<file path="src/rtl/mac_rd_pkg.sv">
// Shared widths and readout format codes for the accumulator readout block.
// Assumes a 48-bit accumulator and a 32-bit register file.
package mac_rd_pkg;
    localparam int ACC_W  = 48;
    localparam int DATA_W = 32;
    localparam int EXT_W  = 16;

    typedef enum logic [2:0] {
        FMT_FRAC16,
        FMT_FRAC32,
        FMT_INT_RAW,
        FMT_INT_SGN,
        FMT_INT_UNS,
        FMT_EXT
    } rd_fmt_e;
endpackage

</file>
<file path="src/rtl/mac_frac_round.sv">
// Fractional readout: drops SHIFT low bits with optional ties-to-even
// rounding, then optionally clamps to the signed OUT_W range.
// Assumes SHIFT >= 2 and IN_W - SHIFT >= OUT_W.
module mac_frac_round #(
    parameter int IN_W  = 48,
    parameter int SHIFT = 8,
    parameter int OUT_W = 32
) (
    input  logic [IN_W-1:0]  acc_i,
    input  logic             round_en,
    input  logic             sat_en,
    output logic [OUT_W-1:0] res_o
);
    localparam int HW = IN_W - SHIFT;
    localparam logic [SHIFT-1:0] HALF = {1'b1, {(SHIFT-1){1'b0}}};
    localparam logic [OUT_W-1:0] POS_MAX = {1'b0, {(OUT_W-1){1'b1}}};
    localparam logic [OUT_W-1:0] NEG_MIN = {1'b1, {(OUT_W-1){1'b0}}};

    logic [HW-1:0]    head;
    logic [SHIFT-1:0] rem;
    logic             bump;
    logic [HW:0]      sum;
    logic             fits;

    // Round decision: above half, or exactly half on an odd head.
    always_comb begin
        head = acc_i[IN_W-1:SHIFT];
        rem  = acc_i[SHIFT-1:0];
        bump = round_en && ((rem > HALF) || ((rem == HALF) && head[0]));
        sum  = {head[HW-1], head} + {{HW{1'b0}}, bump};
    end

    // Range test and clamp against the signed output range.
    always_comb begin
        fits  = (&sum[HW:OUT_W-1]) || ~(|sum[HW:OUT_W-1]);
        res_o = sum[OUT_W-1:0];
        if (sat_en && !fits)
            res_o = sum[HW] ? NEG_MIN : POS_MAX;
    end
endmodule

</file>
<file path="src/rtl/mac_int_sat.sv">
// Integer readout: passes the low word or clamps it to the signed or
// unsigned 32-bit range when overflow mode is active.
// Assumes a 48-bit accumulator in integer layout.
module mac_int_sat
    import mac_rd_pkg::*;
(
    input  logic [ACC_W-1:0]  acc_i,
    input  logic              signed_i,
    input  logic              sat_en,
    output logic [DATA_W-1:0] res_o
);
    logic s_fits;
    logic u_fits;

    // Range tests and clamp selection.
    always_comb begin
        s_fits = (&acc_i[ACC_W-1:DATA_W-1]) || ~(|acc_i[ACC_W-1:DATA_W-1]);
        u_fits = ~(|acc_i[ACC_W-1:DATA_W]);
        res_o  = acc_i[DATA_W-1:0];
        if (sat_en) begin
            if (signed_i && !s_fits)
                res_o = acc_i[ACC_W-1] ? {1'b1, {(DATA_W-1){1'b0}}}
                                       : {1'b0, {(DATA_W-1){1'b1}}};
            else if (!signed_i && !u_fits)
                res_o = {DATA_W{1'b1}};
        end
    end
endmodule

</file>
<file path="src/rtl/mac_ext_pack.sv">
// Packs the extension bits of an accumulator pair into one word.
// Integer layout uses the 16-bit extensions, fractional layout the
// high and low extension bytes of each register.
module mac_ext_pack
    import mac_rd_pkg::*;
(
    input  logic [EXT_W-1:0]  even_hi_i,
    input  logic [7:0]        even_lo_i,
    input  logic [EXT_W-1:0]  odd_hi_i,
    input  logic [7:0]        odd_lo_i,
    input  logic              frac_i,
    output logic [DATA_W-1:0] word_o
);
    // Lane placement per layout.
    always_comb begin
        if (frac_i)
            word_o = {odd_hi_i[15:8], odd_lo_i, even_hi_i[15:8], even_lo_i};
        else
            word_o = {odd_hi_i, even_hi_i};
    end
endmodule

</file>
<file path="src/rtl/mac_acc_readout.sv">
// Top of the accumulator readout: selects an accumulator, formats it for
// the active mode, packs pair extensions on request, exports condition
// codes and issues a registered one-cycle clear request.
// Assumes NUM_ACC is even and a power of two, at least 2.
module mac_acc_readout
    import mac_rd_pkg::*;
#(
    parameter int NUM_ACC = 4,
    localparam int IDX_W  = $clog2(NUM_ACC)
) (
    input  logic                     clk,
    input  logic                     rst_n,
    input  logic [NUM_ACC*ACC_W-1:0] acc_flat,
    input  logic [IDX_W-1:0]         rd_idx,
    input  logic                     rd_ext,
    input  logic                     rd_req,
    input  logic                     rd_clr,
    input  logic                     mode_frac,
    input  logic                     mode_su,
    input  logic                     mode_rt,
    input  logic                     mode_omc,
    input  logic [3:0]               stat_flags,
    output logic [DATA_W-1:0]        rd_data,
    output logic                     clr_req,
    output logic [IDX_W-1:0]         clr_idx,
    output logic [4:0]               ccr_o
);
    logic [ACC_W-1:0]  acc_arr [NUM_ACC];
    logic [ACC_W-1:0]  sel_acc;
    logic [ACC_W-1:0]  even_acc;
    logic [ACC_W-1:0]  odd_acc;
    logic [IDX_W-1:0]  even_idx;
    logic [IDX_W-1:0]  odd_idx;
    logic [15:0]       f16_res;
    logic [DATA_W-1:0] f32_res;
    logic [DATA_W-1:0] int_res;
    logic [DATA_W-1:0] ext_res;
    rd_fmt_e           fmt;

    genvar gi;
    generate
        for (gi = 0; gi < NUM_ACC; gi++) begin : g_unpack
            assign acc_arr[gi] = acc_flat[gi*ACC_W +: ACC_W];
        end
    endgenerate

    // Accumulator and pair selection.
    always_comb begin
        even_idx = {rd_idx[IDX_W-1:1], 1'b0};
        odd_idx  = {rd_idx[IDX_W-1:1], 1'b1};
        sel_acc  = acc_arr[rd_idx];
        even_acc = acc_arr[even_idx];
        odd_acc  = acc_arr[odd_idx];
    end

    mac_frac_round #(.IN_W(ACC_W), .SHIFT(24), .OUT_W(16)) u_f16 (
        .acc_i    (sel_acc),
        .round_en (1'b1),
        .sat_en   (mode_omc),
        .res_o    (f16_res)
    );

    mac_frac_round #(.IN_W(ACC_W), .SHIFT(8), .OUT_W(DATA_W)) u_f32 (
        .acc_i    (sel_acc),
        .round_en (mode_rt),
        .sat_en   (mode_omc),
        .res_o    (f32_res)
    );

    mac_int_sat u_int (
        .acc_i    (sel_acc),
        .signed_i (mode_su),
        .sat_en   (mode_omc),
        .res_o    (int_res)
    );

    mac_ext_pack u_ext (
        .even_hi_i (even_acc[ACC_W-1:DATA_W]),
        .even_lo_i (even_acc[7:0]),
        .odd_hi_i  (odd_acc[ACC_W-1:DATA_W]),
        .odd_lo_i  (odd_acc[7:0]),
        .frac_i    (mode_frac),
        .word_o    (ext_res)
    );

    // Format decode from the mode bits.
    always_comb begin
        if (rd_ext)         fmt = FMT_EXT;
        else if (mode_frac) fmt = mode_su ? FMT_FRAC16 : FMT_FRAC32;
        else if (!mode_omc) fmt = FMT_INT_RAW;
        else                fmt = mode_su ? FMT_INT_SGN : FMT_INT_UNS;
    end

    // Readout multiplexer.
    always_comb begin
        unique case (fmt)
            FMT_FRAC16: rd_data = {16'h0000, f16_res};
            FMT_FRAC32: rd_data = f32_res;
            FMT_EXT:    rd_data = ext_res;
            default:    rd_data = int_res;
        endcase
    end

    // Condition codes: extend forced low, flag nibble copied.
    always_comb ccr_o = {1'b0, stat_flags};

    // One-cycle clear request after a clearing read.
    always_ff @(posedge clk) begin
        if (!rst_n) begin
            clr_req <= 1'b0;
            clr_idx <= '0;
        end else begin
            clr_req <= rd_req & rd_clr & ~rd_ext;
            clr_idx <= rd_idx;
        end
    end
endmodule

</file>
<file path="config.mk">
export PLATFORM = sky130hd
export DESIGN_NAME = mac_acc_readout
export DESIGN_NICKNAME = d
export VERILOG_FILES = /design/src/rtl/mac_rd_pkg.sv /design/src/rtl/mac_frac_round.sv /design/src/rtl/mac_int_sat.sv /design/src/rtl/mac_ext_pack.sv /design/src/rtl/mac_acc_readout.sv
export SDC_FILE = /design/constraint.sdc
export NUM_CORES = 1
export LEC_CHECK = 0
export BUFFER_PORTS_ARGS = -buffer_cell sky130_fd_sc_hd__buf_2
export CAP_MARGIN = 15
export CORE_ASPECT_RATIO = 1.4
export CORE_MARGIN = 5
export CORE_UTILIZATION = 23
export DETAILED_ROUTE_END_ITERATION = 6
export PLACE_DENSITY_LB_ADDON = 0.05
export SKIP_LAST_GASP = 1
export SYNTH_ARGS = -nofsm -noshare
export SYNTH_HDL_FRONTEND = slang
export SYNTH_SLANG_ARGS = --single-unit
</file>
<file path="constraint.sdc">
create_clock -name clk -period 8.3 [get_ports clk]
set_input_delay 0.415 -clock clk [delete_from_list [all_inputs] [get_ports clk]]
set_output_delay 0.415 -clock clk [all_outputs]
set_load 0.02 [all_outputs]
</file>
==> run summary, run 1 <==
Gate Count Post-Synth -> 589
CTS tree -> built
total power after layout -> 0.000490 W
Clock Sinks -> 3
share of synthesized registers carrying an async set or reset -> 0%
DIE AREA -> 23800 sq um
period utilization -> 76.9%
Post-Synthesis Net Count -> 800
Worst VDD drop -> 0.146 mV
initial antenna violation count -> 0
share of cells above drive strength 1 -> 43.3%
Core Box Area -> 20500 sq um
final std cells w/o fill -> 1036
DRT Pass-1 Iters -> 5
Warnings, synthesis -> 0
die width -> 132 microns
Clock transition at path regs -> 0.03 ns
Bufs on Longest Clock Path -> 2
Final TNS setup -> 0 ns
Crit-path slowest cell -> o31ai_4
Resized Gates After CTS -> 0
Final Hold Viols -> 0
register area -> 60.1 sq um
grt ovf -> 0
DR vias/cell -> 5.72
vias after detailed routing -> 5921
vias in the first global route -> 6470
Final Setup Violations -> 0
Fmax achieved -> 157 MHz
post-synthesis sequential area ratio -> 1.26%
Post-CTS Setup Bufs -> 0
Post-Syn Area -> 4780 sq um
hold_ws -> 0.426 ns
Row Count -> 62
final WL -> 26.5 mm
Syn Area/Cell -> 8.11 sq um
Worst EP arrival -> 5.97 ns
class of the worst hold path -> primary input to flop
leakage power -> 2.44 nW
Worst path max stage delay -> 0.84 ns
GPL Wtd Cong -> 0.877
filler cell count -> 2345
post-layout minimum cycle time -> 6.39 ns
type of origin of the critical path -> primary input
power per cell area -> 80.6 nW/um^2
Cells on Worst Hold Path -> 2
Slew @ Worst Pin -> 1.05 ns
Hold EP -> clr_idx[0]
htree depth -> 1
Initial Util -> 23.3%
largest net degree at the start of global routing -> 42
Max Cap Viol -> 0
clk root buf -> clkbuf_16
RSZ-0062 raised after global routing -> false
CTS Buf Count -> 3
antenna cell count -> 0
Hold Buf Count CTS -> 0
status -> complete, no violations
Primary FF master, synth -> dfxtp_1
Required @ worst endpoint -> 7.89 ns
Setup crit end kind -> primary output
Nets -> 992
#FFs+latches synth -> 3
slew margin rel. -> 29.7%
top-level port count -> 247
number of synthesized flops with an enable pin -> 0
first-pass GRT wire length -> 38.8 mm
placed cells -> 1030
Critical Setup Path Class -> primary input to primary output
DRC -> 0
area delta synth->final -> 27.3%
antenna viol nets, final -> 0
Routed WL per cell -> 25.6 microns
crit-path cells -> buf_4 -> mux2_2 -> nand2_1 -> o21ai_0 -> nor2b_1 -> nand4_1 -> and3b_1 -> ha_1 -> ha_1 -> nand2_1 -> o22ai_1 -> nand4_2 -> nor4_2 -> mux2i_1 -> a21o_1 -> o31ai_4 -> a2bb2oi_2 -> nand4_1 -> buf_2
# port buffers -> 237
GRT Resource Usage Total -> 20.8%
synth unique cells -> 68
min-delay src -> rst_n
area of the multi-input gates -> 4340 sq um
CP max FO -> 41
post-detail-place hpwl -> 22.4 mm
DR iter-0 viols -> 409
Die Ht -> 181 microns
Slew Limit Fails -> 0
[synthesized netlist by cell type (all sizes together) (17+ instances only)]
master  instances  area (sq um)
mux2i          23           230
a21oi          26           130
xor2           27           244
o211ai         31           233
nand4          29           194
mux4           50          1130
nand3          19          95.1
o21ai          31           159
mux2           21           236
clkbuf         18          67.6
nor2           44           165
xnor2          25           219
nor3           17          85.1
buf            40           284
nand2          59           221
[flip-flops by register name (all words and copies together) (netlist names)]
register	flops
clr_idx	2
clr_req	1
[cell usage in the layout (no fill, tap or decap), types with 5 or more instances in the layout]
| master | Yosys | routed |
|---|---|---|
| a21oi_1 | 26 | 26 |
| a31oi_1 | 5 | 5 |
| a32oi_1 | 6 | 6 |
| and2_1 | 9 | 9 |
| and3_1 | 8 | 8 |
| and4_1 | 5 | 5 |
| buf_2 | 13 | 235 |
| buf_4 | 15 | 9 |
| inv_1 | 8 | 8 |
| mux2_2 | 21 | 21 |
| mux2i_1 | 23 | 23 |
| mux4_2 | 50 | 50 |
| nand2_1 | 59 | 59 |
| nand3_1 | 19 | 19 |
| nand4_1 | 27 | 27 |
| nor2_1 | 44 | 44 |
| nor2b_1 | 6 | 6 |
| nor3_1 | 17 | 17 |
| nor4_1 | 9 | 9 |
| o2111ai_1 | 15 | 15 |
| o211ai_1 | 31 | 31 |
| o21ai_0 | 28 | 28 |
| xnor2_1 | 25 | 25 |
| xor2_1 | 26 | 26 |
[per-stage QoR]
step	utilization [%]	cell area (sq um)	setup WS [ns]
finish	29.7	6080	1.91
global route	29.7	6080	1.52
CTS	29.6	6060	1.78
detailed placement	29.2	5980	1.81
global placement	29.2	5980	1.95
floorplan	-	4780	2.81
[cells by family (layout without fill, tap and decap cells)]
kind of cell / count (synthesis) / in the layout / synth area share [%]
other cells: 1 / 1 / 0.0785
mux: 94 / 94 / 33.3
xor+xnor: 52 / 52 / 9.69
compound gates: 142 / 142 / 20.9
simple gates: 227 / 227 / 25.7
buf+inv: 66 / 257 / 7.98
flops: 3 / 3 / 1.26
fa+ha+maj: 4 / 4 / 1.05
[routing by layer]
| layer | vias up | track usage, % | routed length, microns | part of all wire [%] |
|---|---|---|---|---|
| met5 | - | 0 | 0 | 0 |
| met2 | 231 | 41.3 | 14900 | 56 |
| met3 | 35 | 1.84 | 1050 | 3.9 |
| met1 | 2952 | 23.3 | 9830 | 37 |
| li1 | 2703 | - | - | - |
| met4 | 0 | 5.39 | 771 | 2.9 |
[layout make-up]
| cell class | count | area share (%) |
|---|---|---|
| multi-input cells | 520 | 71.3 |
| repair buffers | 245 | 20.6 |
| inverters | 8 | 0.494 |
| flip-flops and latches | 3 | 0.987 |
| clock buffers | 4 | 1.30 |
| well taps | 256 | 5.27 |
[how the worst max path moves through the flow]
stage,from,to,slack (ns),depth (start not counted)
2_1_floorplan,rd_idx[1],rd_data[11],2.81,22
3_3_place_gp,rd_idx[1],rd_data[11],1.95,18
3_5_place_dp,rd_idx[0],rd_data[11],1.81,17
4_1_cts,rd_idx[0],rd_data[11],1.78,17
5_1_grt,rd_idx[0],rd_data[6],1.52,12
6_report,rd_idx[1],rd_data[9],1.91,19
[power by group]
group          switching (W)  internal [W]  leakage [nW]  total (W)
Sequential       0.000000142     0.0000152        0.0248  0.0000153
Clock              0.0000137     0.0000634        0.0382  0.0000772
Combinational       0.000240      0.000157          2.38   0.000398
Total               0.000254      0.000236          2.44   0.000490
[worst max-delay path, delay by kind of cell]
kind	cells	cell delay, ns
AOI/OAI and AO/OA	5	2.33
adders and majority gates	2	0.45
buffers and inverters	2	0.72
muxes	2	0.47
and+or+nand+nor	8	1.54
No activity file was read; power rests on OpenSTA's default activity.
==> run 2, diff against run 1 <==
Clock period 8.3 ns to 5.25 ns, I/O delays scaled along.
==> run summary, run 2 (same netlist as run 1, synthesis figures left out) <==
status -> complete, no violations (unchanged)
crit-path cells -> buf_6 -> mux4_2 -> nor4_1 -> nand4_1 -> o31a_1 -> ha_1 -> ha_1 -> nand2_1 -> or2_2 -> o21ai_0 -> a211oi_1 -> nand4_1 -> o211a_1 -> a2bb2oi_2 -> buf_12 -> nand4_1 -> buf_2 (was buf_4 -> mux2_2 -> nand2_1 -> o21ai_0 -> nor2b_1 -> nand4_1 -> and3b_1 -> ha_1 -> ha_1 -> nand2_1 -> o22ai_1 -> nand4_2 -> nor4_2 -> mux2i_1 -> a21o_1 -> o31ai_4 -> a2bb2oi_2 -> nand4_1 -> buf_2)
CTS Buf Count -> 3 (unchanged)
Required @ worst endpoint -> 4.99 ns (was 7.89 ns)
Row Count -> 62 (unchanged)
Most flops, register -> clr_idx (unchanged)
Worst path max stage delay -> 0.67 ns (was 0.84 ns)
post-layout minimum cycle time -> 4.99 ns
CP max FO -> 23 (was 41)
final WL -> 27.4 mm (was 26.5 mm)
Crit-path slowest cell -> mux4_2 (was o31ai_4)
Worst EP arrival -> 4.73 ns (was 5.97 ns)
Critical Setup Path Class -> primary input to primary output (unchanged)
htree depth -> 1 (unchanged)
CP delay by family, top -> simple AND/OR/NAND/NOR gates (was compound AO/OA/AOI/OAI gates)
dpl ws -> 0.218 ns (was 1.81 ns)
Final Setup Violations -> 0 (unchanged)
Worst VDD drop -> 0.201 mV (was 0.146 mV)
vias after detailed routing -> 5938 (was 5921)
class of the worst hold path -> primary input to flop (unchanged)
period utilization -> 95.1%
Initial Util -> 23.3% (unchanged)
slew margin rel. -> 45.1% (was 29.7%)
DR iter-0 viols -> 313 (was 409)
Crit path top cell by count -> nand4_1
post-detail-place hpwl -> 23.5 mm (was 22.4 mm)
largest registers -> clr_idx (2), clr_req (1) (unchanged)
post-route cell area -> 6340 sq um (was 6080 sq um)
RSZ-0062 raised after global routing -> false (unchanged)
Fmax achieved -> 200 MHz
Clock Sinks -> 3 (unchanged)
GPL Wtd Cong -> 0.927 (was 0.877)
Setup crit end kind -> primary output (unchanged)
DRC -> 0 (unchanged)
Max Cap Viol -> 0 (unchanged)
largest net degree at the start of global routing -> 39 (was 42)
Post-DP Area -> 6240 sq um (was 5980 sq um)
clk root buf -> clkbuf_16 (unchanged)
grt ovf -> 0 (unchanged)
type of origin of the critical path -> primary input (unchanged)
antenna cell count -> 0 (unchanged)
total power after layout -> 0.000793 W (was 0.000490 W)
commonest cells after routing, fill and taps aside -> buf_2, nand2_1, mux4_2, nor2_1, buf_4 (was buf_2, nand2_1, mux4_2, nor2_1, o211ai_1)
GRT Resource Usage Total -> 21.7% (was 20.8%)
most common cell after layout, fill and taps aside -> buf_2 (unchanged)
hold_ws -> 0.286 ns (was 0.426 ns)
vias in the first global route -> 6567 (was 6470)
DIE AREA -> 23800 sq um (unchanged)
DRT Pass-1 Iters -> 4 (was 5)
Final TNS setup -> 0 ns (unchanged)
antenna viol nets, final -> 0 (unchanged)
area delta synth->final -> 32.6% (was 27.3%)
leakage power -> 2.59 nW (was 2.44 nW)
worst setup margin -> 0.260 ns (was 1.91 ns)
power per cell area -> 125 nW/um^2 (was 80.6 nW/um^2)
flip-flop count of the largest register after layout -> 2 (unchanged)
die width -> 132 microns (unchanged)
top-level port count -> 247 (unchanged)
Nets -> 1021 (was 992)
Slew Limit Fails -> 0 (unchanged)
Slew @ Worst Pin -> 0.818 ns (was 1.05 ns)
Clock transition at path regs -> 0.03 ns (about the same)
first-pass GRT wire length -> 40.5 mm (was 38.8 mm)
CTS tree -> built (unchanged)
Critical path buffers and inverters -> 3 (was 2)
Core Box Area -> 20500 sq um (unchanged)
Bufs on Longest Clock Path -> 2 (unchanged)
DR vias/cell -> 5.58 (was 5.72)
Routed WL per cell -> 25.7 microns (was 25.6 microns)
initial antenna violation count -> 0 (unchanged)
Post-CTS Setup Bufs -> 0 (unchanged)
share of cells above drive strength 1 -> 45.4% (was 43.3%)
Final Hold Viols -> 0 (unchanged)
Die Ht -> 181 microns (unchanged)
# port buffers -> 237 (unchanged)
-- run 2: changes by cell type in the layout (fill, tap and decap cells not counted) --
cell     delta
buf_12      +2
buf_4      +26
buf_6       +1
o21ai_2     -1
o21ai_4     +1
-- run 2: where the power goes --
part | switching (W) | total, W | internal, W
registers | 0.000000245 | 0.0000242 | 0.0000240
logic | 0.000385 | 0.000648 | 0.000264
clock network | 0.0000203 | 0.000120 | 0.000100
total | 0.000405 | 0.000793 | 0.000388
-- run 2: final cells by class --
| cell class | instances | area, sq um |
|---|---|---|
| Fill cell | 2323 | 14100 |
| Multi-Input combinational cell | 520 | 4350 |
| Timing Repair Buffer | 274 | 1500 |
| Tap cell | 256 | 320 |
| Clock buffer | 4 | 78.8 |
| Sequential cell | 3 | 60.1 |
| Inverter | 8 | 30.0 |
-- run 2: routing by layer --
layer,vias to the layer above,global-route usage [%],routed length (microns)
met5,-,0,0
met4,0,5.89,881
met3,42,1.82,954
met2,190,43.5,15500
met1,2945,23.8,10000
li1,2761,-,-
-- run 2: final timing paths --
| check | from | end | depth (start not counted) |
|---|---|---|---|
| max | rd_idx[0] | rd_data[14] | 17 |
| min | rst_n | clr_idx[0] | 2 |
-- run 2: timing repair --
item,CTS,global route
endpoints found under the setup margin,0,15
hold buffers,0,0
resized for setup,0,3
-- run 2: stage by stage --
| step | instances | util, % |
|---|---|---|
| after floorplan | 589 | - |
| after global placement | 1061 | 30.5 |
| after detailed placement | 1061 | 30.5 |
| after CTS | 1065 | 30.9 |
| after global routing | 1065 | 30.9 |
| final | 1065 | 30.9 |
==> run 3, diff against run 2 <==
Settings changed: SYNTH_HIERARCHICAL set to 1.
==> run summary, run 3 <==
Post-Synthesis Net Count -> 987 (was 800)
flip-flop count of the largest register after layout -> 2 (unchanged)
Final Setup Violations -> 0 (unchanged)
Bufs on Longest Clock Path -> 2 (unchanged)
Primary FF master, synth -> dfxtp_1 (unchanged)
vias after detailed routing -> 7235 (was 5938)
slew margin rel. -> 31.1% (was 45.1%)
synth unique cells -> 64 (was 68)
CP max FO -> 14 (was 23)
Final Hold Viols -> 0 (unchanged)
DRC -> 0 (unchanged)
Final TNS setup -> 0 ns (unchanged)
post-synthesis sequential area ratio -> 0.885% (was 1.26%)
area delta synth->final -> 30.2% (was 32.6%)
GPL Wtd Cong -> 0.824 (was 0.927)
Crit-path slowest cell -> o41a_1 (was mux4_2)
DR iter-0 viols -> 359 (was 313)
Clock transition at path regs -> 0.03 ns (about the same)
type of origin of the critical path -> primary input (unchanged)
share of synthesized registers carrying an async set or reset -> 0% (unchanged)
Required @ worst endpoint -> 4.99 ns (about the same)
area leader, netlist -> mux2_4 (was mux4_2)
die width -> 155 microns (was 132 microns)
number of synthesized flops with an enable pin -> 0 (unchanged)
most frequent cells after synthesis -> mux2_4, nand2b_1, nand2_1 (was nand2_1, mux4_2, nor2_1)
class of the worst hold path -> primary input to flop (unchanged)
Routed WL per cell -> 24.1 microns (was 25.7 microns)
post-layout util -> 30.3% (was 30.9%)
# port buffers -> 237 (unchanged)
largest net degree at the start of global routing -> 55 (was 39)
Slew @ Worst Pin -> 1.03 ns (was 0.818 ns)
grt ovf -> 0 (unchanged)
Row Count -> 74 (was 62)
power per cell area -> 128 nW/um^2 (was 125 nW/um^2)
Syn Area/Cell -> 8.75 sq um (was 8.11 sq um)
final WL -> 33.8 mm (was 27.4 mm)
CTS Buf Count -> 3 (unchanged)
count leader, synth -> mux2_4 (was nand2_1)
initial antenna violation count -> 0 (unchanged)
worst setup margin -> 0.217 ns (was 0.260 ns)
Max Cap Viol -> 0 (unchanged)
met3 Track Usage GR -> 0.649% (was 1.82%)
Warnings, synthesis -> 6 (was 0)
hold_ws -> 0.269 ns (was 0.286 ns)
met2 usage -> 37.9% (was 43.5%)
DR vias/cell -> 5.15 (was 5.58)
htree depth -> 1 (unchanged)
Worst path max stage delay -> 0.43 ns (was 0.67 ns)
most common cell after layout, fill and taps aside -> buf_2 (unchanged)
share of cells above drive strength 1 -> 56.5% (was 45.4%)
Gate Count Post-Synth -> 776 (was 589)
Fmax achieved -> 199 MHz (was 200 MHz)
Critical Setup Path Class -> primary input to primary output (unchanged)
status -> complete, no violations (unchanged)
top-level port count -> 247 (unchanged)
Post-Syn Area -> 6790 sq um (was 4780 sq um)
DIE AREA -> 33100 sq um (was 23800 sq um)
synth top area cells -> mux2_4, mux4_2, nor4b_2 (was mux4_2, mux2_2, o211ai_1)
gr busiest metal -> met2 (unchanged)
Nets -> 1238 (was 1021)
commonest cells after routing, fill and taps aside -> buf_2, buf_4, mux2_4, nand2b_1, nand2_1 (was buf_2, nand2_1, mux4_2, nor2_1, buf_4)
DRT Pass-1 Iters -> 5 (was 4)
grt met1 use -> 21.3% (was 23.8%)
final std cells w/o fill -> 1406 (was 1065)
leakage power -> 3.69 nW (was 2.59 nW)
placed cells -> 1401 (was 1061)
Setup crit end kind -> primary output (unchanged)
post-layout minimum cycle time -> 5.03 ns (was 4.99 ns)
Worst EP arrival -> 4.77 ns (was 4.73 ns)
period utilization -> 95.9% (was 95.1%)
vias in the first global route -> 7754 (was 6567)
antenna viol nets, final -> 0 (unchanged)
top cell type's share of synthesized area -> 14.4% (was 23.6%)
post-detail-place hpwl -> 27.8 mm (was 23.5 mm)
clk root buf -> clkbuf_16 (unchanged)
Initial Util -> 23.3% (about the same)
dpl ws -> 0.107 ns (was 0.218 ns)
Slew Limit Fails -> 0 (unchanged)
Clock Sinks -> 3 (unchanged)
CTS tree -> built (unchanged)
first-pass GRT wire length -> 48.6 mm (was 40.5 mm)
#FFs+latches synth -> 3 (unchanged)
Most flops, register -> clr_idx (unchanged)
RSZ-0062 raised after global routing -> false (unchanged)
Worst VDD drop -> 0.0933 mV (was 0.201 mV)
antenna cell count -> 0 (unchanged)
crit-path cells -> buf_6 -> mux2_2 -> mux2_2 -> nor4_2 -> buf_4 -> and4_1 -> a31oi_1 -> ha_1 -> ha_1 -> and4_2 -> nor3b_1 -> and4_1 -> nor4_2 -> o41a_1 -> buf_4 -> o31ai_4 -> buf_12 -> a21oi_1 -> mux2i_1 -> o221ai_1 -> buf_2 (was buf_6 -> mux4_2 -> nor4_1 -> nand4_1 -> o31a_1 -> ha_1 -> ha_1 -> nand2_1 -> or2_2 -> o21ai_0 -> a211oi_1 -> nand4_1 -> o211a_1 -> a2bb2oi_2 -> buf_12 -> nand4_1 -> buf_2)
Die Ht -> 213 microns (was 181 microns)
GRT Resource Usage Total -> 19.0% (was 21.7%)
largest registers -> clr_idx (2), clr_req (1) (unchanged)
Core Box Area -> 29200 sq um (was 20500 sq um)
==> run 3: cell count changes after synthesis, moves of 30 or more <==
cell	delta
mux2_4	+65
nand2b_1	+48
o22ai_1	+32
nor3_2	+30
o211ai_1	-30
o22ai_2	+30
==> run 3: path summary, 6_finish.rpt <==
check | startpoint | to | cells past startpoint
worst min-delay path | rst_n | clr_idx[1] | 2
worst max-delay path | rd_idx[1] | rd_data[2] | 21
==> run 3: final cells by class <==
type | instances | area, sq um
fillers | 3204 | 20300
multi-input cells | 651 | 6030
repair buffers | 340 | 2080
well taps | 380 | 475
inverters | 28 | 105
clock buffers | 4 | 78.8
flip-flops and latches | 3 | 60.1
==> run 3: metrics by stage <==
step / area [sq um] / total power, W
after floorplan: 6790 / 0.000646
after global placement: 8690 / 0.00102
after detailed placement: 8690 / 0.00101
after CTS: 8770 / 0.00113
after global routing: 8840 / 0.00120
final: 8840 / 0.00113
==> run 3: critical path, delay by kind of cell <==
family	cells	cell delay, ns
fa+ha+maj	2	0.41
buf+inv	5	0.94
mux	3	0.99
simple gates	6	1.27
compound gates	5	0.89
==> run 3: repair_timing <==
action | CTS | global route
hold buffers | 0 | 0
resized for setup | 0 | 8
endpoints found under the setup margin | 0 | 19
buffers inserted | 0 | 0
endpoints found under the hold margin | 0 | 0
==> run 3: logic make-up after synthesis <==
| family | share of synthesized area [%] |
|---|---|
| AO/OA/AOI/OAI | 17.0 |
| XOR/XNOR | 6.58 |
| adder cells (fa/ha/maj) | 0.737 |
| buffers and inverters | 11.3 |
| flip-flops | 0.885 |
| multiplexers | 28.8 |
| other | 0.111 |
| AND/OR/NAND/NOR | 34.6 |
==> run 3: layer usage <==
layer  share of wire (%)  vias up  wire (microns)
li1                    -     3465               -
met1                  37     3582           12700
met2                  56      148           19100
met3                 2.1       40             705
met4                 4.1        0            1390
met5                   0        -               0
==> run 3: where the power goes <==
group | internal [W] | switching [W] | leakage [nW]
clock network | 0.000100 | 0.0000195 | 0.0382
logic | 0.000435 | 0.000550 | 3.63
registers | 0.0000240 | 0.000000158 | 0.0248
total | 0.000559 | 0.000570 | 3.69
